File: src/rtl/bofe_pkg.sv
`timescale 1ns/1ps
package bofe_pkg;

  typedef enum logic [1:0] {
    SRC_RAM  = 2'd0,
    SRC_ROM  = 2'd1,
    SRC_FILL = 2'd2
  } bofe_src_e;

  localparam int ROM_MUL = 29;
  localparam int ROM_OFS = 60;

  // Boot image byte at table index idx
  function automatic logic [7:0] rom_byte(input int idx);
    return 8'((idx * ROM_MUL + ROM_OFS) % 256);
  endfunction

endpackage

File: src/rtl/bofe_rom.sv
`timescale 1ns/1ps
module bofe_rom #(
  parameter int ROM_AW = 6,
  parameter int DATA_W = 8
) (
  input  logic [ROM_AW-1:0] idx,
  output logic [DATA_W-1:0] q
);
  localparam int ROM_N = 1 << ROM_AW;

  logic [DATA_W-1:0] tbl [ROM_N];

  for (genvar g = 0; g < ROM_N; g++) begin : g_ent
    assign tbl[g] = DATA_W'(bofe_pkg::rom_byte(g));
  end

  assign q = tbl[idx];
endmodule

File: src/rtl/bofe_decode.sv
`timescale 1ns/1ps
module bofe_decode
  import bofe_pkg::*;
#(
  parameter int          ADDR_W    = 16,
  parameter int          ROM_AW    = 6,
  parameter int          SPAN_W    = 4,
  parameter int          SPD_W     = 2,
  parameter int unsigned MMIO_BASE = 'h00F0
) (
  input  logic                     req,
  input  logic                     we,
  input  logic [ADDR_W-SPAN_W-1:0] tag,
  input  logic                     rom_en,
  input  logic                     ram_off,
  input  logic                     ram_wr_en,
  input  logic [SPD_W-1:0]         clk_spd,
  input  logic [SPD_W-1:0]         ram_spd,
  output logic                     ram_re,
  output logic                     ram_we,
  output bofe_src_e                src,
  output logic [SPD_W-1:0]         spd
);
  localparam int TAG_W              = ADDR_W - SPAN_W;
  localparam int WIN_LO             = ROM_AW - SPAN_W;
  localparam logic [ADDR_W-1:0] MB  = ADDR_W'(MMIO_BASE);
  localparam logic [TAG_W-1:0] MTAG = MB[ADDR_W-1:SPAN_W];

  logic in_win, in_mmio, rom_hit;

  always_comb begin
    in_win  = &tag[TAG_W-1:WIN_LO];
    in_mmio = (tag == MTAG);
    rom_hit = !we && rom_en && in_win;

    if (rom_hit)      src = SRC_ROM;
    else if (ram_off) src = SRC_FILL;
    else              src = SRC_RAM;

    ram_re = req && !we && !rom_hit && !ram_off;
    ram_we = req && we && ram_wr_en && !ram_off;
    spd    = (in_mmio || rom_hit) ? clk_spd : ram_spd;
  end
endmodule

File: src/rtl/bofe_rdpath.sv
`timescale 1ns/1ps
module bofe_rdpath
  import bofe_pkg::*;
#(
  parameter int          DATA_W = 8,
  parameter int          SPD_W  = 2,
  parameter int unsigned FILL   = 'h5A
) (
  input  logic              clk,
  input  logic              rst_n,
  input  logic              req,
  input  bofe_src_e         src_d,
  input  logic [SPD_W-1:0]  spd_d,
  input  logic [DATA_W-1:0] rom_d,
  input  logic [DATA_W-1:0] ram_q,
  output logic              ready,
  output logic [DATA_W-1:0] rdata,
  output logic [SPD_W-1:0]  spd
);
  localparam logic [DATA_W-1:0] FILL_B = DATA_W'(FILL);

  logic              rdy_q, rdy_n;
  bofe_src_e         src_q, src_n;
  logic [SPD_W-1:0]  spd_q, spd_n;
  logic [DATA_W-1:0] rom_q, rom_n;

  always_comb begin
    rdy_n = req;
    src_n = req ? src_d : src_q;
    spd_n = req ? spd_d : spd_q;
    rom_n = (req && src_d == SRC_ROM) ? rom_d : rom_q;
  end

  always_ff @(posedge clk or negedge rst_n) begin
    if (!rst_n) begin
      rdy_q <= 1'b0;
      src_q <= SRC_FILL;
      spd_q <= '0;
      rom_q <= '0;
    end else begin
      rdy_q <= rdy_n;
      src_q <= src_n;
      spd_q <= spd_n;
      rom_q <= rom_n;
    end
  end

  always_comb begin
    case (src_q)
      SRC_ROM:  rdata = rom_q;
      SRC_RAM:  rdata = ram_q;
      default:  rdata = FILL_B;
    endcase
  end

  assign ready = rdy_q;
  assign spd   = spd_q;
endmodule

File: src/rtl/boot_overlay_fe.sv
`timescale 1ns/1ps
module boot_overlay_fe
  import bofe_pkg::*;
#(
  parameter int          ADDR_W    = 16,
  parameter int          DATA_W    = 8,
  parameter int          ROM_AW    = 6,
  parameter int          SPAN_W    = 4,
  parameter int          SPD_W     = 2,
  parameter int unsigned MMIO_BASE = 'h00F0,
  parameter int unsigned FILL      = 'h5A
) (
  input  logic              clk,
  input  logic              rst_n,
  input  logic              cpu_req,
  input  logic              cpu_we,
  input  logic [ADDR_W-1:0] cpu_addr,
  input  logic [DATA_W-1:0] cpu_wdata,
  output logic [DATA_W-1:0] cpu_rdata,
  output logic              cpu_ready,
  output logic [SPD_W-1:0]  cpu_spd,
  input  logic              rom_en,
  input  logic              ram_off,
  input  logic              ram_wr_en,
  input  logic [SPD_W-1:0]  clk_spd,
  input  logic [SPD_W-1:0]  ram_spd,
  output logic [ADDR_W-1:0] ram_addr,
  output logic [DATA_W-1:0] ram_wdata,
  output logic              ram_re,
  output logic              ram_we,
  input  logic [DATA_W-1:0] ram_rdata
);
  // reset: asynchronous assert, synchronous release
  logic rst_meta, rst_q;

  always_ff @(posedge clk or negedge rst_n) begin
    if (!rst_n) begin
      rst_meta <= 1'b0;
      rst_q    <= 1'b0;
    end else begin
      rst_meta <= 1'b1;
      rst_q    <= rst_meta;
    end
  end

  bofe_src_e         src_d;
  logic [SPD_W-1:0]  spd_d;
  logic [DATA_W-1:0] rom_d;

  bofe_decode #(
    .ADDR_W(ADDR_W), .ROM_AW(ROM_AW), .SPAN_W(SPAN_W),
    .SPD_W(SPD_W), .MMIO_BASE(MMIO_BASE)
  ) u_decode (
    .req      (cpu_req),
    .we       (cpu_we),
    .tag      (cpu_addr[ADDR_W-1:SPAN_W]),
    .rom_en   (rom_en),
    .ram_off  (ram_off),
    .ram_wr_en(ram_wr_en),
    .clk_spd  (clk_spd),
    .ram_spd  (ram_spd),
    .ram_re   (ram_re),
    .ram_we   (ram_we),
    .src      (src_d),
    .spd      (spd_d)
  );

  bofe_rom #(.ROM_AW(ROM_AW), .DATA_W(DATA_W)) u_rom (
    .idx(cpu_addr[ROM_AW-1:0]),
    .q  (rom_d)
  );

  bofe_rdpath #(.DATA_W(DATA_W), .SPD_W(SPD_W), .FILL(FILL)) u_rdpath (
    .clk  (clk),
    .rst_n(rst_q),
    .req  (cpu_req),
    .src_d(src_d),
    .spd_d(spd_d),
    .rom_d(rom_d),
    .ram_q(ram_rdata),
    .ready(cpu_ready),
    .rdata(cpu_rdata),
    .spd  (cpu_spd)
  );

  assign ram_addr  = cpu_addr;
  assign ram_wdata = cpu_wdata;
endmodule

File: config.mk
export PLATFORM = sky130hd
export DESIGN_NAME = boot_overlay_fe
export DESIGN_NICKNAME = d
export VERILOG_FILES = /design/src/rtl/bofe_pkg.sv /design/src/rtl/bofe_rom.sv /design/src/rtl/bofe_decode.sv /design/src/rtl/bofe_rdpath.sv /design/src/rtl/boot_overlay_fe.sv
export SDC_FILE = /design/constraint.sdc
export NUM_CORES = 1
export LEC_CHECK = 0
export BUFFER_PORTS_ARGS = -buffer_cell sky130_fd_sc_hd__buf_2
export CAP_MARGIN = 40
export CORE_ASPECT_RATIO = 0.6
export CORE_MARGIN = 5
export CORE_UTILIZATION = 45
export CTS_CLUSTER_DIAMETER = 120
export DETAILED_ROUTE_END_ITERATION = 8
export PLACE_DENSITY = 0.9
export SYNTH_ARGS = -nofsm -noshare
export SYNTH_HDL_FRONTEND = slang
export SYNTH_SLANG_ARGS = --single-unit
File: constraint.sdc
create_clock -name clk -period 1.51 [get_ports clk]
set_input_delay 0.302 -clock clk [delete_from_list [all_inputs] [get_ports clk]]
set_output_delay 0.302 -clock clk [all_outputs]
set_load 0.02 [all_outputs]
## Word-level counts from Yosys, hierarchy flattened

Memory sizes are Yosys's and may differ from the RTL's. A register that Yosys moved wholly into a read port is not among the register bits.
Index checks and enable logic that the tools add are counted.

| storage, ports and cells | value |
|---|---|
| bits in registers | 7 |
| memory bits (read-only) | 512 |
| bits of input ports | 43 |
| logic and storage cells | 30 |
| memories | 1 |

Memories:

| memory | words | bits a word | rd ports | clocked after memory_dff | write ports | RTL line | text |
|---|---|---|---|---|---|---|---|
| (name not given) | 64 | 8 | 1 | 1 | 0 | bofe_rom.sv:17 | `assign q = tbl[idx];` |

| cells by class | value |
|---|---|
| equal/unequal tests | 3 |
| multiplexer cells | 4 |
| bitwise operators | 1 |
| reductions and logical operators | 16 |

Operators by type and width:

| kind | count |
|---|---|
| case mux 8 bit (2 select lines) | 1 |
| equality test 12 x 4 -> 1 bit, second input constant | 1 |
| AND reduction 10 bit | 1 |
| logical AND 1 bit | 9 |
| NOT 6 -> 7 bit | 1 |
| 2-to-1 mux 2 bit | 3 |
| equality test 2 x 1 -> 1 bit, second input constant | 2 |
| zero test 1 bit | 4 |
| zero test 2 bit | 1 |
| logical OR 1 bit | 1 |

## Logic depth before layout (Yosys ltp)

| logic depth | value |
|---|---|
| depth after elaboration | 6 |
| depth in mapped cells | 7 |
| gate-level depth less buffers | 6 |

## Cells and area by module

Synthesis repeated with hierarchy kept, for this count alone.

| second synthesis, totals | value |
|---|---|
| cells, all modules | 164 |
| area total of the unflattened synthesis | 1625.3 µm² |

Modules (own cells, without submodules):

| module | times used | cells each | area each (µm²) |
|---|---|---|---|
| bofe_rom | 1 | 79 | 623.1 |
| bofe_rdpath | 1 | 44 | 608.1 |
| boot_overlay_fe | 1 | 27 | 234.0 |
| bofe_decode | 1 | 14 | 160.2 |

## Worst setup path before layout

OpenSTA, ideal clock, no wires.

| path | value |
|---|---|
| path type | input-to-reg |
| start point | input port cpu_addr[0] |
| end point | register u_rdpath.rom_q[5] |
| arrival | 1.836 ns |
| data required time | 1.384 ns |
| path slack | -0.452 ns |
| stages on the path | 7 |
| path buffers | 1 |
| cell sequence | clkbuf_1 -> inv_1 -> ha_1 -> nand2b_1 -> a311oi_1 -> a311o_1 -> a221o_1 |

| between the ends | value |
|---|---|
| cells in the longest elaborated chain, start to end | 1 |

Ends and longest elaborated chain:

| item | RTL line | text |
|---|---|---|
| start, declared | boot_overlay_fe.sv:17 | `input logic [ADDR_W-1:0] cpu_addr,` |
| NOT 6 -> 7 bit (not written as such) | bofe_rom.sv:17 |  |
| end, declared | bofe_rdpath.sv:25 | `logic [DATA_W-1:0] rom_q, rom_n;` |

Every way passes these cells.
A chain may end at the register's enable or synchronous reset.

## Worst setup path in the final report

| path | value |
|---|---|
| start point | register u_rdpath.src_q[0] |
| end point | output port cpu_rdata[1] |

| between the ends | value |
|---|---|
| cells in the longest elaborated chain, start to end | 2 |
| elaborated cells on any way between the ends | 3 |
| classes of those cells | 1 x eq/ne; 1 x mux; 1 x reduce/logical |

Ends and longest elaborated chain:

| item | RTL line | text |
|---|---|---|
| start, declared | bofe_rdpath.sv:23 | `bofe_src_e src_q, src_n;` |
| start signal, assigned | bofe_rdpath.sv:42 | `src_q <= src_n;` |
| equality test 2 x 1 -> 1 bit / zero test 2 bit (equally long branches) | bofe_rdpath.sv:49 | `case (src_q)` |
| case mux 8 bit (2 select lines) * | bofe_rdpath.sv:49 |  |
| end, declared | boot_overlay_fe.sv:19 | `output logic [DATA_W-1:0] cpu_rdata,` |

Mark *: on every way between the ends. The rest lies on a longest branch, timed or not.

==> results.sh <==
export IMPL_grt_pass1_vias=1512
export IMPL_hold_viol=0
export IMPL_cp_end_kind="output port"
export IMPL_clkPwrFrac=0.258
export IMPL_post_dp_hpwl_mm=3.47
export IMPL_path_cells="buf_6 -> a211o_1 -> buf_6"
export IMPL_seqPwrFrac=0.356
export IMPL_final_antenna_net_count=0
export IMPL_postSynthCellCount=168
export IMPL_layout_commonest_cell="buf_2"
export IMPL_cts_buffers=3
export IMPL_crit_fanout=6
export IMPL_nets=300
export IMPL_fin_crit_sh=1.02
export IMPL_critPathKind="reg2out"
export IMPL_drv_slew=0
export IMPL_htree_levels=1
export IMPL_ir_drop_mv=0.500
export IMPL_coreArea_um2=3240
export IMPL_crit_top_cell="buf_6"
export IMPL_place_ws_ns=-0.320
export IMPL_p_per_area_nw_per_um2=552
export IMPL_dieArea_um2=4640
export IMPL_crit_path_top_delay_cell="dfrtp_2"
export IMPL_syn_num_nets=219
export IMPL_pwr_share_comb=0.386
export IMPL_ys_seq_area_frac=0.250
export IMPL_drive_above_1_share=0.560
export IMPL_synth_top_flop_cell="dfrtp_1"
export IMPL_grt_max_degree=17
export IMPL_critPathMaxStageDelay_ns=0.44
export IMPL_drt_iter0_markers=81
export IMPL_io_buffer_count=63
export IMPL_die_w_um=84.7
export IMPL_fin_ws_ns=-0.0275
export IMPL_synth_distinct_cells=47
export IMPL_rsz0062_at_grt="true"
export IMPL_place_inst=281
export IMPL_drv_cap=0
export IMPL_routed_wl_mm=4.37
export IMPL_min_period_ns=1.54
export IMPL_fmax_mhz=650
export IMPL_cts_path_max_buffers=2
export IMPL_hold_slack_ns=0.207
export IMPL_post_drt_wl_per_cell_um=14.9
export IMPL_cts_tree="yes"
export IMPL_layout_common_cells="52 x buf_2, 45 x buf_4, 13 x dfrtp_1"
export IMPL_synth_edf_count=0
export IMPL_finalPower_w=0.00122
export IMPL_p_sw_w=0.000388
export IMPL_floorplan_rows=16
export IMPL_root_buffer="clkbuf_8"
export IMPL_gp_congestion=0.930
export IMPL_syn_avg_cell_area_um2=8.96
export IMPL_drc_errors=0
export IMPL_syn_area_um2=1510
export IMPL_gr_total_overflow=0
export IMPL_intPower_w=0.000832
export IMPL_grt_pass1_wl_mm=7.12
export IMPL_start_kind="register"
export IMPL_area_growth_pct=47.0
export IMPL_worst_pin_slew_ns=0.505
export IMPL_hp_class="reg2async"
export IMPL_leakage_nw=1.08
export IMPL_cp_data_required_time_ns=1.21
export IMPL_p_sw_frac=0.318
export IMPL_critical_path_top_delay_family="flip-flops"
export IMPL_antennaDiodeCount=0
export IMPL_antenna_found_initial=0
export IMPL_start_util=0.464
export IMPL_viasPerCell=5.19
export IMPL_via_count=1521
export IMPL_critPathArrivalTime_ns=1.24
export IMPL_worstSkewPairLatency_ns=0.24
export IMPL_final_setup_viol_count=5
export IMPL_die_h_um=54.8
export IMPL_skew_ns=0.00343
export IMPL_path_buf_inv=2
export IMPL_totalNegativeSetupSlack_ns=-0.0882
export IMPL_synth_seq_cells=15
export IMPL_outcome="finished with violations"
export IMPL_fin_cells=293
export IMPL_clock_sinks=15
export IMPL_ys_async_sr_fraction=1.00
export IMPL_yosys_warnings=0
export IMPL_path_clk_slew_ns=0.06
export IMPL_violations="setup timing"
export IMPL_io_pins=80
export IMPL_maxSlewHeadroom=0.663
export IMPL_grt_usage=0.196
export IMPL_first_pass_iters=4
-- power groups by stage --
stage          clock [W]  combinational, W  sequential [W]
2_1_floorplan          0          0.000294        0.000441
3_3_place_gp           0          0.000422        0.000440
3_5_place_dp           0          0.000430        0.000441
4_1_cts         0.000323          0.000448        0.000435
5_1_grt         0.000346          0.000511        0.000438
6_report        0.000315          0.000472        0.000434
-- cells by family (layout without fill, tap and decap cells) --
kind of cell | after synthesis | after routing | synth area share
AND/OR/NAND/NOR | 53 | 53 | 0.208
buffers and inverters | 40 | 120 | 0.174
AO/OA/AOI/OAI | 32 | 32 | 0.161
multiplexers | 17 | 17 | 0.126
flip-flops | 15 | 15 | 0.250
adder cells (fa/ha/maj) | 8 | 8 | 0.0665
XOR/XNOR | 2 | 2 | 0.0116
other | 1 | 1 | 0.00249
-- worst register-to-register path, delay by kind of cell, from the launching register on --
| family | cells | cell delay, ns |
|---|---|---|
| flops | 1 | 0.44 |
| buf+inv | 2 | 0.26 |
| compound gates | 1 | 0.17 |
-- repair_timing --
action | in CTS | in global routing
hold buffers | 1 | 0
buffers inserted | 5 | 2
setup endpoints to repair | 11 | 12
pin swaps | 1 | 6
gates cloned | 0 | 0
endpoints found under the hold margin | 2 | 0
resized for setup | 12 | 18
-- final cells by class --
class	count	area, um^2
fill	257	1030
clock buffer	4	45.0
tap	45	56.3
multi-input combinational	113	947
sequential	15	378
inverter	6	33.8
timing repair buffer	110	752
-- synthesized netlist by cell type (4+ instances only) --
cell type,instances,area [um^2]
a211o_1,4,35.0
a21oi_1,4,20.0
a31oi_1,4,25.0
buf_4,24,180
dfrtp_1,14,350
ha_1,8,100
inv_1,5,18.8
mux2_2,6,67.6
mux2i_1,10,100
nand2_1,9,33.8
nand2b_1,5,31.3
nor2_1,13,48.8
nor2b_1,8,50.1
nor3_1,4,20.0
o2111ai_1,4,35.0
o21ai_0,5,25.0
-- metrics by stage --
stage | cell area [um^2] | utilization
after floorplan | 1590 | -
after global placement | 2000 | 0.617
after detailed placement | 2000 | 0.617
after CTS | 2140 | 0.659
after global routing | 2210 | 0.682
final | 2210 | 0.682
-- sequential cells by signal, indices dropped and copies added (netlist names) --
register        flops
u_rdpath.spd        2
rst_meta            1
rst_q               1
u_rdpath.ready      1
u_rdpath.src_q      2
u_rdpath.rom_q      8
-- final timing paths --
kind,start,to,slack (ns),cells past startpoint
worst min register to register,rst_q$_DFF_PN0_,u_rdpath.ready$_DFF_PN0_,0.21,0
max in group asynchronous,rst_q$_DFF_PN0_,u_rdpath.src_q[0]$_DFFE_PN0P_,0.93,0
min in group clk,clk_spd[1],u_rdpath.spd[1]$_DFFE_PN0P_,0.34,3
worst max register to register,u_rdpath.src_q[0]$_DFFE_PN0P_,u_rdpath.src_q[0]$_DFFE_PN0P_,0.53,3
worst max-delay path,u_rdpath.src_q[0]$_DFFE_PN0P_,cpu_rdata[1],-0.03,3
worst min-delay path,rst_q$_DFF_PN0_,u_rdpath.ready$_DFF_PN0_,0.21,0
-- per-layer routing --
| layer | GRT usage | share of wire |
|---|---|---|
| met3 | 0.0647 | 0.10 |
| met5 | 0 | 0 |
| met1 | 0.245 | 0.43 |
| met2 | 0.335 | 0.46 |
| met4 | 0.0500 | 0.012 |
Note: power is estimated with default switching activity, not from simulation.
